### src/rtl/tpll_pkg.sv
package tpll_pkg;
    typedef enum logic [1:0] {
        ST_IDLE  = 2'd0,
        ST_FILT  = 2'd1,
        ST_ACCUM = 2'd2,
        ST_CORR  = 2'd3
    } tpll_state_t;
endpackage

### src/rtl/tpll_ctrl.sv
module tpll_ctrl
    import tpll_pkg::*;
(
    input  logic clk,
    input  logic rst_n,
    input  logic clr,
    input  logic sym_stb,
    output logic err_ld,
    output logic filt_en,
    output logic acc_en,
    output logic corr_en
);
    tpll_state_t state_q, state_d;

    always_ff @(posedge clk or negedge rst_n) begin
        if (!rst_n)   state_q <= ST_IDLE;
        else if (clr) state_q <= ST_IDLE;
        else          state_q <= state_d;
    end

    always_comb begin
        state_d = state_q;
        unique case (state_q)
            ST_IDLE:  if (sym_stb) state_d = ST_FILT;
            ST_FILT:  state_d = ST_ACCUM;
            ST_ACCUM: state_d = ST_CORR;
            ST_CORR:  state_d = ST_IDLE;
        endcase
    end

    always_comb begin
        err_ld  = 1'b0;
        filt_en = 1'b0;
        acc_en  = 1'b0;
        corr_en = 1'b0;
        unique case (state_q)
            ST_IDLE:  err_ld  = sym_stb;
            ST_FILT:  filt_en = 1'b1;
            ST_ACCUM: acc_en  = 1'b1;
            ST_CORR:  corr_en = 1'b1;
        endcase
    end


    filt_to_acc_chk: assert property (@(posedge clk) disable iff (!rst_n)
        (filt_en && !clr) |=> acc_en);

    acc_to_corr_chk: assert property (@(posedge clk) disable iff (!rst_n)
        (acc_en && !clr) |=> corr_en);

    clr_idle_chk: assert property (@(posedge clk) disable iff (!rst_n)
        clr |=> (!filt_en && !acc_en && !corr_en));
endmodule

### src/rtl/tpll_loop_filter.sv
module tpll_loop_filter #(
    parameter int ERR_W = 12,
    parameter int ACC_W = 20,
    parameter int SH_W  = 4
) (
    input  logic                    clk,
    input  logic                    rst_n,
    input  logic                    clr,
    input  logic                    err_ld,
    input  logic                    filt_en,
    input  logic signed [ERR_W-1:0] phase_err,
    input  logic [SH_W-1:0]         kp_shift,
    input  logic [SH_W-1:0]         ki_shift,
    output logic signed [ACC_W-1:0] integ,
    output logic signed [ACC_W-1:0] prop
);
    localparam logic signed [ACC_W-1:0] MAX_V = {1'b0, {(ACC_W-1){1'b1}}};
    localparam logic signed [ACC_W-1:0] MIN_V = {1'b1, {(ACC_W-1){1'b0}}};

    logic signed [ERR_W-1:0] err_q;
    logic signed [ACC_W-1:0] err_x, i_step, p_step, integ_nx;
    logic signed [ACC_W:0]   sum;

    assign err_x  = {{(ACC_W-ERR_W){err_q[ERR_W-1]}}, err_q};
    assign i_step = err_x >>> ki_shift;
    assign p_step = err_x >>> kp_shift;
    assign sum    = {integ[ACC_W-1], integ} + {i_step[ACC_W-1], i_step};

    always_comb begin
        if (sum[ACC_W] != sum[ACC_W-1]) integ_nx = sum[ACC_W] ? MIN_V : MAX_V;
        else                            integ_nx = sum[ACC_W-1:0];
    end

    always_ff @(posedge clk or negedge rst_n) begin
        if (!rst_n) begin
            err_q <= '0;
            integ <= '0;
            prop  <= '0;
        end else if (clr) begin
            err_q <= '0;
            integ <= '0;
            prop  <= '0;
        end else begin
            if (err_ld) err_q <= phase_err;
            if (filt_en) begin
                integ <= integ_nx;
                prop  <= p_step;
            end
        end
    end


    integ_hold_chk: assert property (@(posedge clk) disable iff (!rst_n)
        (!filt_en && !clr) |=> $stable(integ));
endmodule

### src/rtl/tpll_phase_acc.sv
module tpll_phase_acc #(
    parameter int ACC_W = 20
) (
    input  logic                    clk,
    input  logic                    rst_n,
    input  logic                    clr,
    input  logic                    acc_en,
    input  logic                    corr_en,
    input  logic signed [ACC_W-1:0] integ,
    input  logic signed [ACC_W-1:0] prop,
    input  logic [ACC_W-2:0]        period,
    output logic signed [ACC_W-1:0] rotor,
    output logic                    drop,
    output logic                    ins
);
    localparam int SW = ACC_W + 2;
    localparam logic signed [ACC_W-1:0] MAX_V = {1'b0, {(ACC_W-1){1'b1}}};
    localparam logic signed [ACC_W-1:0] MIN_V = {1'b1, {(ACC_W-1){1'b0}}};

    logic signed [ACC_W-1:0] acc_q, acc_nx, per_s, neg_per;
    logic signed [SW-1:0]    sum3;

    assign per_s   = {1'b0, period};
    assign neg_per = -per_s;
    assign sum3    = SW'(acc_q) + SW'(integ) + SW'(prop);

    always_comb begin
        if (sum3[SW-1:ACC_W-1] != {3{sum3[SW-1]}}) acc_nx = sum3[SW-1] ? MIN_V : MAX_V;
        else                                       acc_nx = sum3[ACC_W-1:0];
    end

    always_ff @(posedge clk or negedge rst_n) begin
        if (!rst_n) begin
            acc_q <= '0;
            rotor <= '0;
            drop  <= 1'b0;
            ins   <= 1'b0;
        end else if (clr) begin
            acc_q <= '0;
            rotor <= '0;
            drop  <= 1'b0;
            ins   <= 1'b0;
        end else begin
            drop <= 1'b0;
            ins  <= 1'b0;
            if (acc_en) acc_q <= acc_nx;
            if (corr_en) begin
                if (acc_q > per_s) begin
                    acc_q <= acc_q - per_s;
                    rotor <= acc_q - per_s;
                    drop  <= 1'b1;
                end else if (acc_q < neg_per) begin
                    acc_q <= acc_q + per_s;
                    rotor <= acc_q + per_s;
                    ins   <= 1'b1;
                end else begin
                    rotor <= acc_q;
                end
            end
        end
    end


    drop_step_chk: assert property (@(posedge clk) disable iff (!rst_n)
        drop |-> (acc_q == $past(acc_q) - $past(per_s)));

    ins_step_chk: assert property (@(posedge clk) disable iff (!rst_n)
        ins |-> (acc_q == $past(acc_q) + $past(per_s)));

    pulse_excl_chk: assert property (@(posedge clk) disable iff (!rst_n)
        !(drop && ins));

    drop_single_chk: assert property (@(posedge clk) disable iff (!rst_n)
        drop |=> !drop);

    ins_single_chk: assert property (@(posedge clk) disable iff (!rst_n)
        ins |=> !ins);

    rotor_hold_chk: assert property (@(posedge clk) disable iff (!rst_n)
        (!corr_en && !clr) |=> $stable(rotor));
endmodule

### src/rtl/pilot_timing_pll.sv
module pilot_timing_pll #(
    parameter int ERR_W = 12,
    parameter int ACC_W = 20,
    parameter int SH_W  = 4
) (
    input  logic                    clk,
    input  logic                    rst_n,
    input  logic                    clr,
    input  logic                    sym_stb,
    input  logic signed [ERR_W-1:0] phase_err,
    input  logic [SH_W-1:0]         kp_shift,
    input  logic [SH_W-1:0]         ki_shift,
    input  logic [ACC_W-2:0]        samp_period,
    output logic signed [ACC_W-1:0] freq_est,
    output logic signed [ACC_W-1:0] rotor_angle,
    output logic                    drop_pulse,
    output logic                    insert_pulse
);
    logic err_ld, filt_en, acc_en, corr_en;
    logic signed [ACC_W-1:0] prop;

    tpll_ctrl u_ctrl (
        .clk     (clk),
        .rst_n   (rst_n),
        .clr     (clr),
        .sym_stb (sym_stb),
        .err_ld  (err_ld),
        .filt_en (filt_en),
        .acc_en  (acc_en),
        .corr_en (corr_en)
    );

    tpll_loop_filter #(.ERR_W(ERR_W), .ACC_W(ACC_W), .SH_W(SH_W)) u_filt (
        .clk       (clk),
        .rst_n     (rst_n),
        .clr       (clr),
        .err_ld    (err_ld),
        .filt_en   (filt_en),
        .phase_err (phase_err),
        .kp_shift  (kp_shift),
        .ki_shift  (ki_shift),
        .integ     (freq_est),
        .prop      (prop)
    );

    tpll_phase_acc #(.ACC_W(ACC_W)) u_acc (
        .clk     (clk),
        .rst_n   (rst_n),
        .clr     (clr),
        .acc_en  (acc_en),
        .corr_en (corr_en),
        .integ   (freq_est),
        .prop    (prop),
        .period  (samp_period),
        .rotor   (rotor_angle),
        .drop    (drop_pulse),
        .ins     (insert_pulse)
    );


    reset_quiet_chk: assert property (@(posedge clk)
        !rst_n |-> (!drop_pulse && !insert_pulse && rotor_angle == '0));
endmodule

### config.mk
export PLATFORM = sky130hd
export DESIGN_NAME = pilot_timing_pll
export DESIGN_NICKNAME = d
export VERILOG_FILES = /design/src/rtl/tpll_pkg.sv /design/src/rtl/tpll_ctrl.sv /design/src/rtl/tpll_loop_filter.sv /design/src/rtl/tpll_phase_acc.sv /design/src/rtl/pilot_timing_pll.sv
export SDC_FILE = /design/constraint.sdc
export NUM_CORES = 1
export LEC_CHECK = 0
export BUFFER_PORTS_ARGS = -buffer_cell sky130_fd_sc_hd__buf_2
export CAP_MARGIN = 20
export CORE_MARGIN = 2
export CORE_UTILIZATION = 40
export CTS_BUF_LIST = sky130_fd_sc_hd__clkbuf_4 sky130_fd_sc_hd__clkbuf_8
export DETAILED_ROUTE_END_ITERATION = 6
export HOLD_SLACK_MARGIN = 0.03
export SLEW_MARGIN = 5
export SYNTH_ARGS = -nofsm -noshare
export SYNTH_HDL_FRONTEND = slang
export SYNTH_SLANG_ARGS = --single-unit
### constraint.sdc
create_clock -name clk -period 5.3 [get_ports clk]
set_input_delay 0.265 -clock clk [delete_from_list [all_inputs] [get_ports clk]]
set_output_delay 0.265 -clock clk [all_outputs]
set_load 0.03 [all_outputs]
==> results_dict.tcl <==
set metrics [dict create \
    yosys-top-cells-area "dfrtp_1 22%, ha_1 13%, a21oi_1 6.2%" \
    holdWs_ns 0.0921 \
    wire_per_inst_um 18.6 \
    track_usage_pct 22.9 \
    finalCriticalPeriod_ns 4.36 \
    cts_tree "done" \
    ant_nets 0 \
    synthFlopType "dfrtp_1" \
    insertedDiodeCount 0 \
    place_congestion 0.935 \
    endpoint_kind "flip-flop" \
    whs_path_depth 3 \
    regToRegEndpoint "u_acc.acc_q[13]$_DFF_PN0_" \
    total_power_uw 5330 \
    post_route_cells_drive_above_1_share_pct 14.0 \
    fill_cells 2509 \
    slew_headroom_pct 41.3 \
    rows 57 \
    rr_worst_depth 15 \
    outcome "finished, final reports clean" \
    drc 0 \
    placement.io_buffers 84 \
    critPathRequiredTime_ns 5.61 \
    fin_crit_sh_pct 82.2 \
    hp-start "phase_err[2]" \
    ioPinCount 85 \
    yosysWarnings 0 \
    dp_cells 1583 \
    grt.overflow.total 0 \
    clockRootBuffer "clkbuf_8" \
    start_util_pct 41.0 \
    path_clk_slew_ns 0.11 \
    fin_cells 1601 \
    hpwl_um 24100 \
    critPathLaunchType "flip-flop" \
    ys_seq_elements 88 \
    yosysTopAreaCellShare_pct 22.0 \
    vias 9305 \
    viasPerCell 5.81 \
    hp-class "primary input to flip-flop" \
    yosysTopAreaCell "dfrtp_1" \
    grt_pass1_wl_um 48300 \
    maxCapViolations 0 \
    clock_skew_ns 0.0234 \
    area_delta_synth_final_pct 9.21 \
    drt_iter0_markers 555 \
    grt_max_degree 69 \
    finalSetupTns_ns 0 \
    numCtsBuffers 9 \
    fp.dieW_um 162 \
    cts-resized-gates 0 \
    coreArea_um2 24400 \
    synth-edff-count 0 \
    hold_violations 0 \
    ys_seq_area_share_pct 22.0 \
    syn-num-nets 1383 \
    setup_viol_count_final 0 \
    yosysUniqueCellTypes 91 \
    ff2ff_setup_slack_ns 0.94 \
    worstHoldEndpoint "u_filt.err_q[2]$_DFFE_PN0P_" \
    insertion_delay_ns 0.40 \
    ir_drop_v 0.000284 \
    rr_startpoint "u_filt.integ[1]$_DFFE_PN0P_" \
    die_y_um 162 \
    rsz0062_at_grt "no" \
    max_freq_ghz 0.230 \
    dr.pass1.iters 5 \
    routed_wl_um 29800 \
    cts.sinks 88 \
    grt_pass1_vias 8976 \
    synthCells 1214 \
    power_leakage_uw 0.00516 \
    async_flop_share_pct 100 \
    antenna_found_initial 0 \
    syn_avg_cell_area_um2 8.23 \
    syn-cell-area_um2 9990 \
    cp_max_fo 10 \
    worstPathArrival_ns 4.67 \
    htree_num_levels 3 \
    crit_type "flip-flop to flip-flop" \
    clk_path_buf_depth 2 \
    dieArea_um2 26300 \
    final_util_pct 44.7 \
    worstMarginPinSlew_ns 0.880 \
    slew_viol_final 0 \
    p_per_area_nw_per_um2 489 \
    final_nets 1441 \
]
==> power breakdown <==
group	switching, uW	internal (uW)	total (uW)	leakage [uW]
combinational	2280	1380	3660	0.00385
sequential	355	839	1190	0.00120
clock	292	186	478	0.000101
==> layout make-up <==
type | instances | area (um2) | share of cell area (%)
Multi-Input combinational cell | 1007 | 7300 | 66.9
Sequential cell | 88 | 2200 | 20.2
Timing Repair Buffer | 102 | 568 | 5.21
Tap cell | 324 | 405 | 3.72
Inverter | 64 | 240 | 2.20
Clock buffer | 9 | 124 | 1.14
Clock inverter | 7 | 68.8 | 0.631
==> per-layer routing <==
| metal | track usage [%] | wire length, um |
|---|---|---|
| met5 | 0 | 0 |
| met4 | 7.44 | 719 |
| met3 | 2.25 | 1070 |
| met2 | 39.1 | 14300 |
| met1 | 30.4 | 13700 |
==> timing repair <==
item                                   CTS  global route
endpoints found under the hold margin   20             0
setup buffers                            0             0
hold buffers                             1             0
==> flip-flops by register name, indices dropped and copies added (netlist names) <==
name	flops
u_filt.integ	20
u_filt.err_q	12
u_filt.prop	12
u_acc.ins	1
u_acc.acc_q	20
u_ctrl.state_q	2
u_acc.drop	1
u_acc.rotor	20
==> cells by family (layout without fill, tap and decap cells) <==
group                      after synthesis  after routing  share of synthesized area, %
AOI/OAI and AO/OA                      401            401                          28.2
xor gates and xnor gates                51             51                          4.62
adders and majority gates              126            126                          17.6
buffers and inverters                  119            182                          4.90
DFF                                     88             88                          22.0
muxes                                   37             37                          4.95
and+or+nand+nor                        392            392                          17.7
==> critical path: stages, from the launching register on <==
cell and delay [ns]:
dfrtp_1 0.52, fa_1 0.59, ha_1 0.20, inv_1 0.07, fa_1 0.40, nand2b_1 0.18
a21oi_1 0.29, o21ai_2 0.13, a31oi_2 0.30, o41ai_4 0.11, xnor2_2 0.47, a21oi_1 0.16
nor2_1 0.33, buf_4 0.25, a221oi_2 0.09, a211oi_2 0.22
==> how the worst max path moves through the flow <==
stage	endpoint	start	slack, ns
global route	u_acc.acc_q[13]$_DFF_PN0_	u_filt.integ[1]$_DFFE_PN0P_	0.73
finish	u_acc.acc_q[13]$_DFF_PN0_	u_filt.integ[1]$_DFFE_PN0P_	0.94
global placement	u_acc.rotor[8]$_DFFE_PN0P_	samp_period[5]	0.87
floorplan	u_filt.integ[6]$_DFFE_PN0P_	ki_shift[1]	1.43
CTS	u_acc.acc_q[13]$_DFF_PN0_	u_filt.integ[1]$_DFFE_PN0P_	0.95
detailed placement	u_acc.rotor[8]$_DFFE_PN0P_	samp_period[7]	0.70
==> per-stage QoR <==
step / worst slack (ns) / cell area, um2
detailed placement: 0.700 / 10700
CTS: 0.953 / 10900
global route: 0.729 / 10900
finish: 0.944 / 10900
global placement: 0.870 / 10700
floorplan: 1.43 / 9990
==> placed cells by master (no fill, tap or decap), types with 19 or more instances in the layout <==
cell type / synthesis / routed
nand2_1: 105 / 105
mux2i_1: 19 / 19
xnor2_1: 31 / 31
o22ai_1: 22 / 22
inv_1: 60 / 60
fa_1: 24 / 24
o21ai_0: 56 / 56
dfrtp_1: 88 / 88
a21o_1: 26 / 26
a21oi_1: 123 / 123
nor2_1: 150 / 149
ha_1: 102 / 102
buf_2: 13 / 83
nor3_1: 34 / 34
==> cell usage after synthesis (7+ instances only) <==
cell / count
nor2_1: 150
a21oi_1: 123
nand2_1: 105
ha_1: 102
dfrtp_1: 88
inv_1: 60
o21ai_0: 56
nor3_1: 34
clkbuf_1: 31
xnor2_1: 31
a21o_1: 26
fa_1: 24
o22ai_1: 22
mux2i_1: 19
a211oi_1: 18
nand2b_1: 18
nand3_1: 18
xor2_1: 18
nor2b_1: 14
buf_2: 13
o211ai_1: 13
a31oi_1: 12
and3_1: 12
o21a_1: 10
o221ai_1: 10
a221o_1: 9
mux2_2: 9
mux4_2: 9
nor4_1: 9
o21bai_1: 9
o31ai_1: 9
nand4_1: 8
a221oi_1: 7
o21ai_1: 7
Power figures use the tool's default switching activity.
